## config.mk

```make
export PLATFORM = sky130hd
export DESIGN_NAME = aux_req_engine
export DESIGN_NICKNAME = d
export VERILOG_FILES = /design/src/rtl/aux_eng_pkg.sv /design/src/rtl/aux_byte_buf.sv /design/src/rtl/aux_timeout.sv /design/src/rtl/aux_req_engine.sv
export SDC_FILE = /design/constraint.sdc
export NUM_CORES = 1
export LEC_CHECK = 0
export BUFFER_PORTS_ARGS = -buffer_cell sky130_fd_sc_hd__buf_2
export CAP_MARGIN = 20
export CORE_MARGIN = 4
export CORE_UTILIZATION = 30
export CTS_CLUSTER_DIAMETER = 50
export CTS_CLUSTER_SIZE = 14
export DETAILED_ROUTE_END_ITERATION = 16
export PLACE_DENSITY = 0.51
export SETUP_SLACK_MARGIN = 0.15
export SYNTH_ARGS = -nofsm -noshare
export SYNTH_HDL_FRONTEND = slang
export SYNTH_SLANG_ARGS = --single-unit
```

## constraint.sdc

```tcl
create_clock -name clk -period 4.6 [get_ports clk]
set_input_delay 0.46 -clock clk [delete_from_list [all_inputs] [get_ports clk]]
set_output_delay 0.46 -clock clk [all_outputs]
set_load 0.005 [all_outputs]
```

## src/rtl/aux_eng_pkg.sv

```systemverilog
package aux_eng_pkg;
  localparam logic [7:0] OFF_CFG   = 8'h76;
  localparam logic [7:0] OFF_ADR0  = 8'h7D;
  localparam logic [7:0] OFF_ADR1  = 8'h7E;
  localparam logic [7:0] OFF_ADR2  = 8'h7F;
  localparam logic [7:0] OFF_LEN   = 8'h80;
  localparam logic [7:0] OFF_WDATA = 8'h81;
  localparam logic [7:0] OFF_RDATA = 8'h82;
  localparam logic [7:0] OFF_CTRL  = 8'h83;
  localparam logic [7:0] OFF_STAT  = 8'h84;
  localparam logic [7:0] CFG_FLUSH = 8'hFF;

  typedef enum logic [2:0] {
    RES_NONE      = 3'd0,
    RES_NACK      = 3'd1,
    RES_DEFER     = 3'd2,
    RES_ACK       = 3'd3,
    RES_BADREQ    = 3'd4,
    RES_I2C_NACK  = 3'd5,
    RES_I2C_DEFER = 3'd6,
    RES_TIMEOUT   = 3'd7
  } aux_result_e;
endpackage

```

## src/rtl/aux_byte_buf.sv

```systemverilog
// Byte queue with flush. DEPTH must be a power of two so pointers wrap.
module aux_byte_buf #(
  parameter int DEPTH = 16,
  parameter int DW    = 8,
  localparam int AW   = $clog2(DEPTH)
) (
  input  logic          clk,
  input  logic          rst,
  input  logic          clr,
  input  logic          push,
  input  logic [DW-1:0] din,
  input  logic          pop,
  input  logic [AW-1:0] peek_idx,
  output logic [DW-1:0] head,
  output logic [DW-1:0] peek,
  output logic          empty,
  output logic          full
);
  logic [DW-1:0] mem [DEPTH];
  logic [AW-1:0] wp, rp;
  logic [AW:0]   cnt;
  logic          do_push, do_pop;

  assign empty   = (cnt == '0);
  assign full    = (cnt == (AW+1)'(DEPTH));
  assign do_push = push && !full;
  assign do_pop  = pop && !empty;

  always_ff @(posedge clk) begin
    if (do_push) mem[wp] <= din;
  end

  always_ff @(posedge clk) begin
    if (rst || clr) begin
      wp  <= '0;
      rp  <= '0;
      cnt <= '0;
    end else begin
      if (do_push) wp <= wp + AW'(1);
      if (do_pop)  rp <= rp + AW'(1);
      cnt <= cnt + (AW+1)'(do_push) - (AW+1)'(do_pop);
    end
  end

  assign head = mem[rp];
  assign peek = mem[rp + peek_idx];
endmodule

```

## src/rtl/aux_timeout.sv

```systemverilog
// Counts cycles while run is high; expired when run has lasted limit cycles.
module aux_timeout #(
  parameter int W = 16
) (
  input  logic         clk,
  input  logic         rst,
  input  logic         run,
  input  logic [W-1:0] limit,
  output logic         expired
);
  logic [W-1:0] cnt;

  assign expired = run && (({1'b0, cnt} + (W+1)'(1)) >= {1'b0, limit});

  always_ff @(posedge clk) begin
    if (rst || !run)   cnt <= '0;
    else if (!expired) cnt <= cnt + W'(1);
  end
endmodule

```

## src/rtl/aux_req_engine.sv

```systemverilog
module aux_req_engine
  import aux_eng_pkg::*;
#(
  parameter int BUF_DEPTH = 16,
  parameter int TO_W      = 16,
  localparam int IDX_W    = $clog2(BUF_DEPTH)
) (
  input  logic             clk,
  input  logic             rst,
  input  logic             reg_wr,
  input  logic             reg_rd,
  input  logic [7:0]       reg_addr,
  input  logic [7:0]       reg_wdata,
  output logic [7:0]       reg_rdata,
  input  logic [TO_W-1:0]  timeout_limit,
  output logic             lnk_req,
  output logic [3:0]       lnk_cmd,
  output logic [19:0]      lnk_addr,
  output logic [4:0]       lnk_len,
  input  logic [IDX_W-1:0] lnk_tx_idx,
  output logic [7:0]       lnk_tx_data,
  input  logic             lnk_rx_valid,
  input  logic [7:0]       lnk_rx_data,
  input  logic             lnk_rsp_valid,
  input  logic [2:0]       lnk_rsp_status,
  input  logic [4:0]       lnk_rsp_count
);
  logic [19:0] addr_q;
  logic [3:0]  cmd_q;
  logic [7:0]  len_q;
  logic [7:0]  stat_q;
  logic [7:0]  rdata_q;
  logic        busy_q;

  logic flush, idle_wr, launch, expired;
  logic tx_push, rx_push, rx_pop;
  logic [7:0] tx_head, rx_head, rx_peek;
  logic tx_empty, tx_full, rx_empty, rx_full;

  assign flush   = reg_wr && (reg_addr == OFF_CFG) && (reg_wdata == CFG_FLUSH);
  assign idle_wr = reg_wr && !busy_q;
  assign launch  = idle_wr && (reg_addr == OFF_CTRL) && reg_wdata[0];
  assign tx_push = idle_wr && (reg_addr == OFF_WDATA);
  assign rx_push = busy_q && cmd_q[0] && lnk_rx_valid && !flush;
  assign rx_pop  = reg_rd && (reg_addr == OFF_RDATA);

  aux_byte_buf #(.DEPTH(BUF_DEPTH), .DW(8)) u_txbuf (
    .clk(clk), .rst(rst), .clr(flush),
    .push(tx_push), .din(reg_wdata), .pop(1'b0),
    .peek_idx(lnk_tx_idx), .head(tx_head), .peek(lnk_tx_data),
    .empty(tx_empty), .full(tx_full)
  );

  aux_byte_buf #(.DEPTH(BUF_DEPTH), .DW(8)) u_rxbuf (
    .clk(clk), .rst(rst), .clr(flush),
    .push(rx_push), .din(lnk_rx_data), .pop(rx_pop),
    .peek_idx('0), .head(rx_head), .peek(rx_peek),
    .empty(rx_empty), .full(rx_full)
  );

  aux_timeout #(.W(TO_W)) u_timer (
    .clk(clk), .rst(rst), .run(busy_q),
    .limit(timeout_limit), .expired(expired)
  );

  // Request lifecycle and status
  always_ff @(posedge clk) begin
    if (rst) begin
      busy_q <= 1'b0;
      stat_q <= '0;
    end else if (flush) begin
      busy_q <= 1'b0;
      stat_q <= '0;
    end else if (busy_q) begin
      if (lnk_rsp_valid) begin
        busy_q <= 1'b0;
        stat_q <= {lnk_rsp_status, lnk_rsp_count};
      end else if (expired) begin
        busy_q <= 1'b0;
        stat_q <= {RES_TIMEOUT, 5'd0};
      end
    end else if (launch) begin
      busy_q <= 1'b1;
      stat_q <= '0;
    end
  end

  // Request fields, writable only while idle
  always_ff @(posedge clk) begin
    if (rst) begin
      addr_q <= '0;
      cmd_q  <= '0;
      len_q  <= '0;
    end else if (idle_wr) begin
      case (reg_addr)
        OFF_ADR0: addr_q[7:0]   <= reg_wdata;
        OFF_ADR1: addr_q[15:8]  <= reg_wdata;
        OFF_ADR2: begin
          addr_q[19:16] <= reg_wdata[3:0];
          cmd_q         <= reg_wdata[7:4];
        end
        OFF_LEN:  len_q <= reg_wdata;
        default: ;
      endcase
    end
  end

  // Registered read port
  always_ff @(posedge clk) begin
    if (rst) begin
      rdata_q <= '0;
    end else if (reg_rd) begin
      case (reg_addr)
        OFF_ADR0:  rdata_q <= addr_q[7:0];
        OFF_ADR1:  rdata_q <= addr_q[15:8];
        OFF_ADR2:  rdata_q <= {cmd_q, addr_q[19:16]};
        OFF_LEN:   rdata_q <= len_q;
        OFF_RDATA: rdata_q <= rx_empty ? 8'h00 : rx_head;
        OFF_CTRL:  rdata_q <= {7'd0, busy_q};
        OFF_STAT:  rdata_q <= stat_q;
        default:   rdata_q <= 8'h00;
      endcase
    end
  end

  assign reg_rdata = rdata_q;
  assign lnk_req   = busy_q;
  assign lnk_cmd   = cmd_q;
  assign lnk_addr  = addr_q;
  assign lnk_len   = len_q[7] ? 5'd0 : ({1'b0, len_q[3:0]} + 5'd1);
endmodule

```

Word level (Yosys, flattened, before mapping) --
Memories as Yosys holds them, arrays and structs flattened. A register that Yosys moved wholly into a read port is not among the register bits. Cells that the tools add are included.
Storage, ports and cells: bits in writable memories 256, memories kept 2, output and inout bits 46, bits in registers 87, bits of input ports 58
Memory list:
- u_rxbuf.mem | depth 16, bits a word 8, read ports 1, clocked after Yosys merged registers in 1, write ports 1, RTL line aux_byte_buf.sv:19 | logic [DW-1:0] mem [DEPTH];
- u_txbuf.mem | depth 16, bits a word 8, read ports 1, clocked after Yosys merged registers in 0, write ports 1, RTL line aux_byte_buf.sv:19
Cells by class: equality and inequality tests 13, $lt $le $gt $ge 1, mux-type cells 17, reduce and logical (&&, ||, !) cells 29, add/subtract/negate cells 9
Operators with widths (count):
- case mux 8 bit (7 select lines) | 1
- == test 8 bit, second input constant | 6
- 2-to-1 mux 8 bit | 5
- == test 8 x 7 -> 1 bit, second input constant | 4
- adder 16 x 1 -> 17 bit, second input constant | 1
- greater-or-equal comparator 17 x 16 -> 1 bit | 1
- adder 16 x 1 -> 16 bit, second input constant | 1
- logical AND 1 bit | 14
- adder 4 x 1 -> 4 bit, second input constant | 3
- adder 5 x 1 -> 5 bit | 2
- == test 5 bit, second input constant | 2
- AND reduction 2 bit | 5
- 2-to-1 mux 1 bit | 8
- 2-to-1 mux 4 bit | 2
- adder 4 x 1 -> 5 bit, second input constant | 1
- zero test 1 bit | 5
- zero test 5 bit | 1
- 2-to-1 mux 5 bit | 1
- subtractor 5 x 1 -> 5 bit | 1
- inequality test 3 x 2 -> 1 bit, second input constant | 1
- logical OR 1 bit | 2
- nonzero test 2 bit | 1
- OR reduction 2 bit | 1

Depth between registers and ports, before layout --
Gate-level depths: netlist (run 1).
word-level depth 8, gate-level depth with buffers 16, depth with buffers taken out 16

Hierarchy --
A second synthesis (run 1) with hierarchy kept.
Second synthesis, totals: cell total of the unflattened synthesis 1455, area, all modules 18038.6 um^2
Modules (own cells, without submodules):
- aux_byte_buf | area an instance 7178.1 um^2, cells an instance 498, instances 2, sequential area each 4184.0 um^2
- aux_req_engine | area an instance 2359.8 um^2, cells an instance 287, instances 1, sequential area each 980.9 um^2
- aux_timeout | area an instance 1322.5 um^2, cells an instance 172, instances 1, sequential area each 320.3 um^2

Least setup slack after synthesis (run 1) --
No wires, ideal clock.
kind register to register, start point register u_timer.cnt[0], end point register u_timer.cnt[13], clock period less this slack 3.368 ns, arrival time 3.298 ns, slack 1.232 ns, cell stages (with the launch flop) 15, cells stage by stage dfxtp_1 ha_1 nand3_2 nor4_2 nand3_1 or2_1 xnor2_1 ha_1 a21o_1 a21o_1 a31oi_1 nand3_1 clkbuf_1 or4_2 a21oi_1
On the way: longest elaborated chain between the ends 3, elaborated cells on any way between the ends 4
Ends and longest elaborated chain:
- start: declaration | RTL line aux_timeout.sv:11 | logic [W-1:0] cnt;
- start signal: assignment | RTL line aux_timeout.sv:17 | else if (!expired) cnt <= cnt + W'(1);
- adder 16 x 1 -> 17 bit | RTL line aux_timeout.sv:13 | assign expired = run && (({1'b0, cnt} + (W+1)'(1)) >= {1'b0, limit});
- greater-or-equal comparator 17 x 16 -> 1 bit | RTL line aux_timeout.sv:13
- logical AND 1 bit | RTL line aux_timeout.sv:13
Parallel ways exist; a longest one is shown, timed or not. A chain may end at the register's enable or synchronous reset.

Worst setup path in the final report (run 1) --
start point register u_timer.cnt[0], end point register u_timer.cnt[10]
Same word-level chain as after synthesis.

==> flow_metrics.env, run 1 <==
export IMPL_status="complete, no violations"
export IMPL_hold_path_class="in -> reg"
export IMPL_ys_types=63
export IMPL_combPwrFrac_pct=2.9
export IMPL_internal_power_uw=5220
export IMPL_avgSynthCellArea_um2=15.0
export IMPL_io_buffers=103
export IMPL_clk_latency_ps=560
export IMPL_synth_edf_count=256
export IMPL_regToRegEndpoint="u_timer.cnt[10]"
export IMPL_root_buffer="clkbuf_16"
export IMPL_nets=1195
export IMPL_worst_setup_path_type="reg -> reg"
export IMPL_cts_tree="built"
export IMPL_viasPerCell=4.86
export IMPL_setup_viol=0
export IMPL_critPathCaptureType="flip-flop"
export IMPL_slew_viol_final=0
export IMPL_sequentialPowerShare_pct=50.2
export IMPL_grt_usage_pct=13.6
export IMPL_dieHeight_um=230
export IMPL_ys_seq_area_share_pct=64.2
export IMPL_hold_viol_final=0
export IMPL_maxCapViolCount=0
export IMPL_dr_pass1_iters=5
export IMPL_syn_area_um2=14800
export IMPL_cts_setup_buffers=0
export IMPL_syn_inst=986
export IMPL_dieArea_um2=53000
export IMPL_p_sw_share_pct=22.0
export IMPL_grt_max_degree=44
export IMPL_die_w_um=230
export IMPL_drtAntennaViolNets=0
export IMPL_syn_num_nets=1080
export IMPL_p_leak_uw=0.00589
export IMPL_powerDensity_nw_per_um2=384
export IMPL_skew_ps=16.0
export IMPL_cp_max_fo=22
export IMPL_min_period_ps=3860
export IMPL_arrival_ps=4330
export IMPL_fin_area_um2=17400
export IMPL_antenna_found_initial=2
export IMPL_dpl_hpwl_mm=24.8
export IMPL_cts_sinks=347
export IMPL_cts_buffers_inserted=40
export IMPL_ios=104
export IMPL_clkPwrFrac_pct=46.8
export IMPL_fill_cells=4767
export IMPL_synth_seq_cells=347
export IMPL_slew_limit_headroom_pct=30.9
export IMPL_rows=81
export IMPL_fin_ws_ps=744
export IMPL_r2r_cells=14
export IMPL_required_ps=5070
export IMPL_endpoint="u_timer.cnt[10]"
export IMPL_htreeDepth=2
export IMPL_rsz0062_at_grt="no"
export IMPL_place_area_um2=16100
export IMPL_antenna_cells=0
export IMPL_ir_drop_mv=0.294
export IMPL_worst_pin_slew_ps=1030
export IMPL_holdBufCountCts=0
export IMPL_grt_pass1_vias=8795
export IMPL_wl_per_cell_um=20.2
export IMPL_cts_resized=0
export IMPL_start_kind="flip-flop"
export IMPL_reg2reg_slack_ps=740
export IMPL_final_core_util_pct=35.6
export IMPL_area_growth_syn_to_layout_pct=17.5
export IMPL_post_route_drc_count=0
export IMPL_grt_first_pass_wirelength_mm=55.5
export IMPL_yosys_most_used_dff="edfxtp_1"
export IMPL_drive_gt1_share_pct=25.4
export IMPL_routabilityCongestion=0.792
export IMPL_layout_commonest_cell="edfxtp_1"
export IMPL_first_iter_violations=757
export IMPL_overflow=0
export IMPL_clk_pin_slew_ps=60
export IMPL_fmax_ghz=0.259
export IMPL_start_util_pct=30.3
export IMPL_vias=8724
export IMPL_r2r_start="u_timer.cnt[0]"
export IMPL_p_switching_uw=1470
export IMPL_crit_start="u_timer.cnt[0]"
export IMPL_synthArstFlopShare_pct=0
export IMPL_post_place_ws_ps=771
export IMPL_fin_crit_sh_pct=83.8
export IMPL_clockBufferDepth=3
export IMPL_core_area_um2=48800
export IMPL_drt_wl_total_mm=36.2
export IMPL_final_cell_mix="edfxtp_1 (256), nor2_1 (104), buf_2 (103)"
export IMPL_yosysWarnings=0
export IMPL_fin_setup_tns_ps=0
export IMPL_whs_ps=208
==> cell usage after synthesis, types with 3 or more instances <==
| cell type | n | area share [%] |
|---|---|---|
| ha_1 | 35 | 3.0 |
| and2_1 | 3 | 0.13 |
| a221oi_1 | 7 | 0.41 |
| nor2b_1 | 5 | 0.21 |
| a211oi_1 | 6 | 0.30 |
| mux2_2 | 6 | 0.46 |
| clkbuf_1 | 25 | 0.63 |
| o211ai_1 | 4 | 0.20 |
| xor2_1 | 15 | 0.89 |
| or4_1 | 10 | 0.51 |
| and3_1 | 5 | 0.21 |
| nand4_1 | 14 | 0.59 |
| mux4_2 | 75 | 11 |
| xnor2_1 | 15 | 0.89 |
| nand3_1 | 23 | 0.78 |
| nand2_1 | 48 | 1.2 |
| a31oi_1 | 8 | 0.34 |
| buf_2 | 12 | 0.41 |
| o21ai_0 | 9 | 0.30 |
| o211a_1 | 5 | 0.34 |
| dfxtp_1 | 91 | 12 |
| edfxtp_1 | 256 | 52 |
| a21o_1 | 3 | 0.15 |
| nor2_1 | 104 | 2.6 |
| a22oi_1 | 3 | 0.15 |
| o31ai_1 | 11 | 0.56 |
| inv_1 | 33 | 0.84 |
| nor3_1 | 11 | 0.37 |
| or3_1 | 4 | 0.17 |
| a21oi_1 | 32 | 1.1 |
| nand2_2 | 4 | 0.17 |
| nand2b_1 | 7 | 0.30 |
| buf_1 | 6 | 0.15 |
| mux2i_1 | 52 | 3.5 |
==> layer usage <==
layer	vias to the layer above	wire length [um]	GRT usage, %
li1	4054	-	-
met1	4389	16700	19.2
met2	227	16800	21.6
met3	52	2020	2.76
met4	2	718	3.71
met5	-	11	0
==> how the worst min path moves through the flow <==
stage                           from            end  slack (ps)  cells past startpoint
floorplan                  stat_q[6]      stat_q[6]         440                      2
global placement       u_rxbuf.rp[3]  u_rxbuf.rp[3]         480                      2
detailed placement     u_rxbuf.rp[3]      flip-flop         480                      2
CTS                 lnk_rsp_count[2]      stat_q[2]         180                      3
global route        lnk_rsp_count[2]      stat_q[2]         200                      3
finish              lnk_rsp_count[2]      stat_q[2]         210                      3
==> per-stage QoR <==
step | power (uW) | instances
after floorplan | 3520 | 986
after global placement | 3630 | 1723
after detailed placement | 3630 | 1723
after CTS | 6790 | 1796
after global routing | 6930 | 1796
final | 6690 | 1796
==> critical path, cell delays in order (launching register included) <==
cell	delay (ps)
dfxtp_1	450
ha_1	290
nand3_2	180
nor4_2	240
nand3_1	200
or2_1	310
xnor2_1	140
ha_1	290
a21o_1	160
a21o_1	180
a31oi_1	160
nand3_1	250
buf_4	300
or4_1	490
a21oi_1	150
==> state kept, by name, indices dropped and copies added (netlist names), 5 cells and up, named ones only <==
register / count
len_q: 8
lnk_addr: 20
reg_rdata: 8
stat_q: 8
u_rxbuf.cnt: 5
u_rxbuf.mem: 128
u_timer.cnt: 16
u_txbuf.cnt: 5
u_txbuf.mem: 128
==> cell families (layout without fill, tap and decap cells) <==
group | after synthesis | count (layout) | synth area share [%]
and+or+nand+nor | 260 | 260 | 8.85
muxes | 133 | 133 | 15.4
DFF | 347 | 347 | 64.2
AOI/OAI and AO/OA | 101 | 101 | 4.59
xor gates and xnor gates | 30 | 30 | 1.77
adders and majority gates | 36 | 36 | 3.09
buffers and inverters | 79 | 225 | 2.18
==> power groups by stage <==
stage,Sequential [uW],Clock (uW),Combinational [uW]
after detailed placement,3430,0,200
after floorplan,3430,0,94.2
after global routing,3360,3360,216
final,3360,3130,197
after CTS,3360,3230,201
after global placement,3430,0,199
==> area by class of cell <==
class / count / area [um^2] / area share, %
sequential: 347 / 9510 / 54.6
inverter: 34 / 128 / 0.733
tap: 664 / 831 / 4.77
multi-input combinational: 560 / 5010 / 28.8
clock inverter: 27 / 263 / 1.51
timing repair buffer: 118 / 628 / 3.61
clock buffer: 46 / 1040 / 6.00
Power figures use the tool's default switching activity.
==> inputs of run 2 (changes only) <==
Settings changed: PLACE_DENSITY 0.51 to 0.53.
Clock period 4.6 ns to 3.1 ns, I/O delays scaled along.
==> run 2 against run 1 <==
Net effect: the flow now finishes with violations (setup timing); combinational power increased by 61%; clock skew increased by 7.2 ps; clock power increased by 43%; via count increased by 3.3%; sequential share of layout area decreased by 2.7 points; maximum frequency increased by 24%; clock-buffer cell count increased by 3; critical path type unchanged; critical endpoint is now u_timer.cnt[7]; largest cell class unchanged.
==> flow_metrics.env, run 2 (synthesis gave the netlist of run 1 again) <==
export IMPL_drt_wl_total_mm=37.7
export IMPL_cts_buffers_inserted=38
export IMPL_fin_ws_ps=-4.92
export IMPL_grt_pass1_vias=9052
export IMPL_dpl_hpwl_mm=25.8
export IMPL_holdPathEnd="stat_q[2]"
export IMPL_rows=81
export IMPL_overflow=0
export IMPL_seq_area_um2=9520
export IMPL_worstHoldStart="lnk_rsp_count[2]"
export IMPL_min_period_ps=3100
export IMPL_internal_power_uw=7610
export IMPL_cp_slowest_cell="or4_4"
export IMPL_nets=1274
export IMPL_violations="setup timing"
export IMPL_hold_path_class="in -> reg"
export IMPL_htreeDepth=2
export IMPL_powerDensity_nw_per_um2=534
export IMPL_grt_usage_pct=14.2
export IMPL_first_iter_violations=667
export IMPL_reg2reg_slack_ps=-5
export IMPL_cts_sinks=347
export IMPL_area_growth_syn_to_layout_pct=23.6
export IMPL_dieArea_um2=53000
export IMPL_dieHeight_um=230
export IMPL_p_sw_share_pct=22.1
export IMPL_finalPower_uw=9780
export IMPL_arrival_ps=3580
export IMPL_fmax_ghz=0.322
export IMPL_sequentialPowerShare_pct=51.0
export IMPL_rsz0062_at_grt="yes"
export IMPL_combPwrFrac_pct=3.2
export IMPL_crit_chain="ha_4, nand3_4, nor4_4, nand3_2, or2_4, xnor2_2, ha_1, a21o_1, a21o_1, a31oi_4, nand3_4, buf_12, or4_4, a21oi_2"
export IMPL_slew_viol_final=0
export IMPL_worst_pin_slew_ps=772
export IMPL_wl_per_cell_um=20.1
export IMPL_cts_tree="built"
export IMPL_clkPwrFrac_pct=45.8
export IMPL_start_kind="flip-flop"
export IMPL_slew_limit_headroom_pct=48.6
export IMPL_root_buffer="clkbuf_16"
export IMPL_crit_start="u_timer.cnt[0]"
export IMPL_hold_viol_final=0
export IMPL_drtAntennaViolNets=0
export IMPL_setup_viol=1
export IMPL_routabilityCongestion=0.803
export IMPL_cp_max_fo=8
export IMPL_clockBufferDepth=3
export IMPL_holdPathStages=3
export IMPL_ios=104
export IMPL_post_place_ws_ps=-82.8
export IMPL_regToRegEndpoint="u_timer.cnt[7]"
export IMPL_p_switching_uw=2160
export IMPL_maxCapViolCount=0
export IMPL_p_leak_uw=0.00639
export IMPL_crit_path_max_incr_delay_ps=480
export IMPL_status="complete, but fails checks"
export IMPL_r2r_cells=14
export IMPL_grt_max_degree=43
export IMPL_drive_gt1_share_pct=32.5
export IMPL_r2r_start="u_timer.cnt[0]"
export IMPL_die_w_um=230
export IMPL_required_ps=3570
export IMPL_ir_drop_mv=0.347
export IMPL_worst_setup_path_type="reg -> reg"
export IMPL_io_buffers=103
export IMPL_skew_ps=23.2
export IMPL_fill_cells=4685
export IMPL_start_util_pct=30.3
export IMPL_final_cell_mix="edfxtp_1 (256), nor2_1 (103), buf_2 (103)"
export IMPL_critPathCaptureType="flip-flop"
export IMPL_clk_latency_ps=570
export IMPL_core_area_um2=48800
export IMPL_vias=9014
export IMPL_antenna_found_initial=6
export IMPL_post_route_drc_count=0
export IMPL_clk_pin_slew_ps=60
export IMPL_layout_commonest_cell="edfxtp_1"
export IMPL_grt_first_pass_wirelength_mm=57.4
export IMPL_viasPerCell=4.80
export IMPL_fin_crit_sh_pct=100
export IMPL_dr_pass1_iters=7
export IMPL_multi_input_area_um2=5210
[run 2: cell types whose count changed in the layout (fill, tap and decap cells not counted), moves of 4 or more]
cell / previous run / this run
buf_6: 0 / 4
buf_4: 15 / 84
clkinv_1: 6 / 1
diode_2: 0 / 5
buf_12: 0 / 6
clkbuf_1: 5 / 9
dfxtp_1: 89 / 84
[run 2: how the worst max path moves through the flow]
stage                                 end  slack (ps)  cells after the start
after global placement    u_timer.cnt[10]         -50                     14
final                      u_timer.cnt[7]          -5                     14
after CTS                 u_timer.cnt[15]          20                     14
after detailed placement  u_timer.cnt[15]         -80                     14
after floorplan           u_timer.cnt[10]          -3                     14
after global routing       u_timer.cnt[9]        -170                     14
[run 2: cell type report]
type                            instances  share of cell area [%]
Sequential cell                       347                    52.0
Multi-Input combinational cell        560                    28.4
Timing Repair Buffer                  199                    7.48
Clock buffer                           49                    5.59
Tap cell                              664                    4.53
Clock inverter                         21                    1.24
Inverter                               34                   0.697
Antenna cell                            5                  0.0683
[run 2: critical path, delay by kind of cell (launching register included)]
family                   cells  cell delay, ps
AO/OA/AOI/OAI                4             670
XOR/XNOR                     1             130
AND/OR/NAND/NOR              6            1270
adder cells (fa/ha/maj)      2             430
flip-flops                   1             360
buffers and inverters        1             170
[run 2: repair_timing]
action / 4_1_cts / 5_1_grt
gates cloned: 2 / 0
hold buffers: 0 / 0
setup buffers: 2 / 3
pin swaps: 24 / 13
resized for setup: 17 / 25
endpoints found under the setup margin: 25 / 26
[run 2: power groups by stage]
| stage | Clock, uW | Combinational, uW | Sequential (uW) |
|---|---|---|---|
| after detailed placement | 0 | 320 | 5080 |
| final | 4470 | 318 | 4980 |
| after global placement | 0 | 314 | 5080 |
| after CTS | 4610 | 321 | 4980 |
| after global routing | 4820 | 346 | 4980 |
| after floorplan | 0 | 140 | 5080 |
[run 2: per-layer routing]
layer  vias to the layer above  routed length [um]  global-route usage, %
li1                       4213                   -                      -
met3                        44                2350                   2.43
met5                         -                   0                      0
met4                         0                 702                   3.69
met2                       245               17100                   21.8
met1                      4512               17500                   21.0
[run 2: metrics by stage]
stage / instances / TNS, ps / utilization, % / hold WS, ps / cell area, um^2
2_1_floorplan: 986 / -2.56 / - / 409 / 14900
3_3_place_gp: 1797 / -409 / 34.3 / 477 / 16800
3_5_place_dp: 1797 / -698 / 34.3 / 482 / 16800
4_1_cts: 1871 / 0 / 37.2 / 9.99 / 18200
5_1_grt: 1874 / -1580 / 37.5 / 34.4 / 18300
6_report: 1879 / -4.92 / 37.5 / 46.4 / 18300
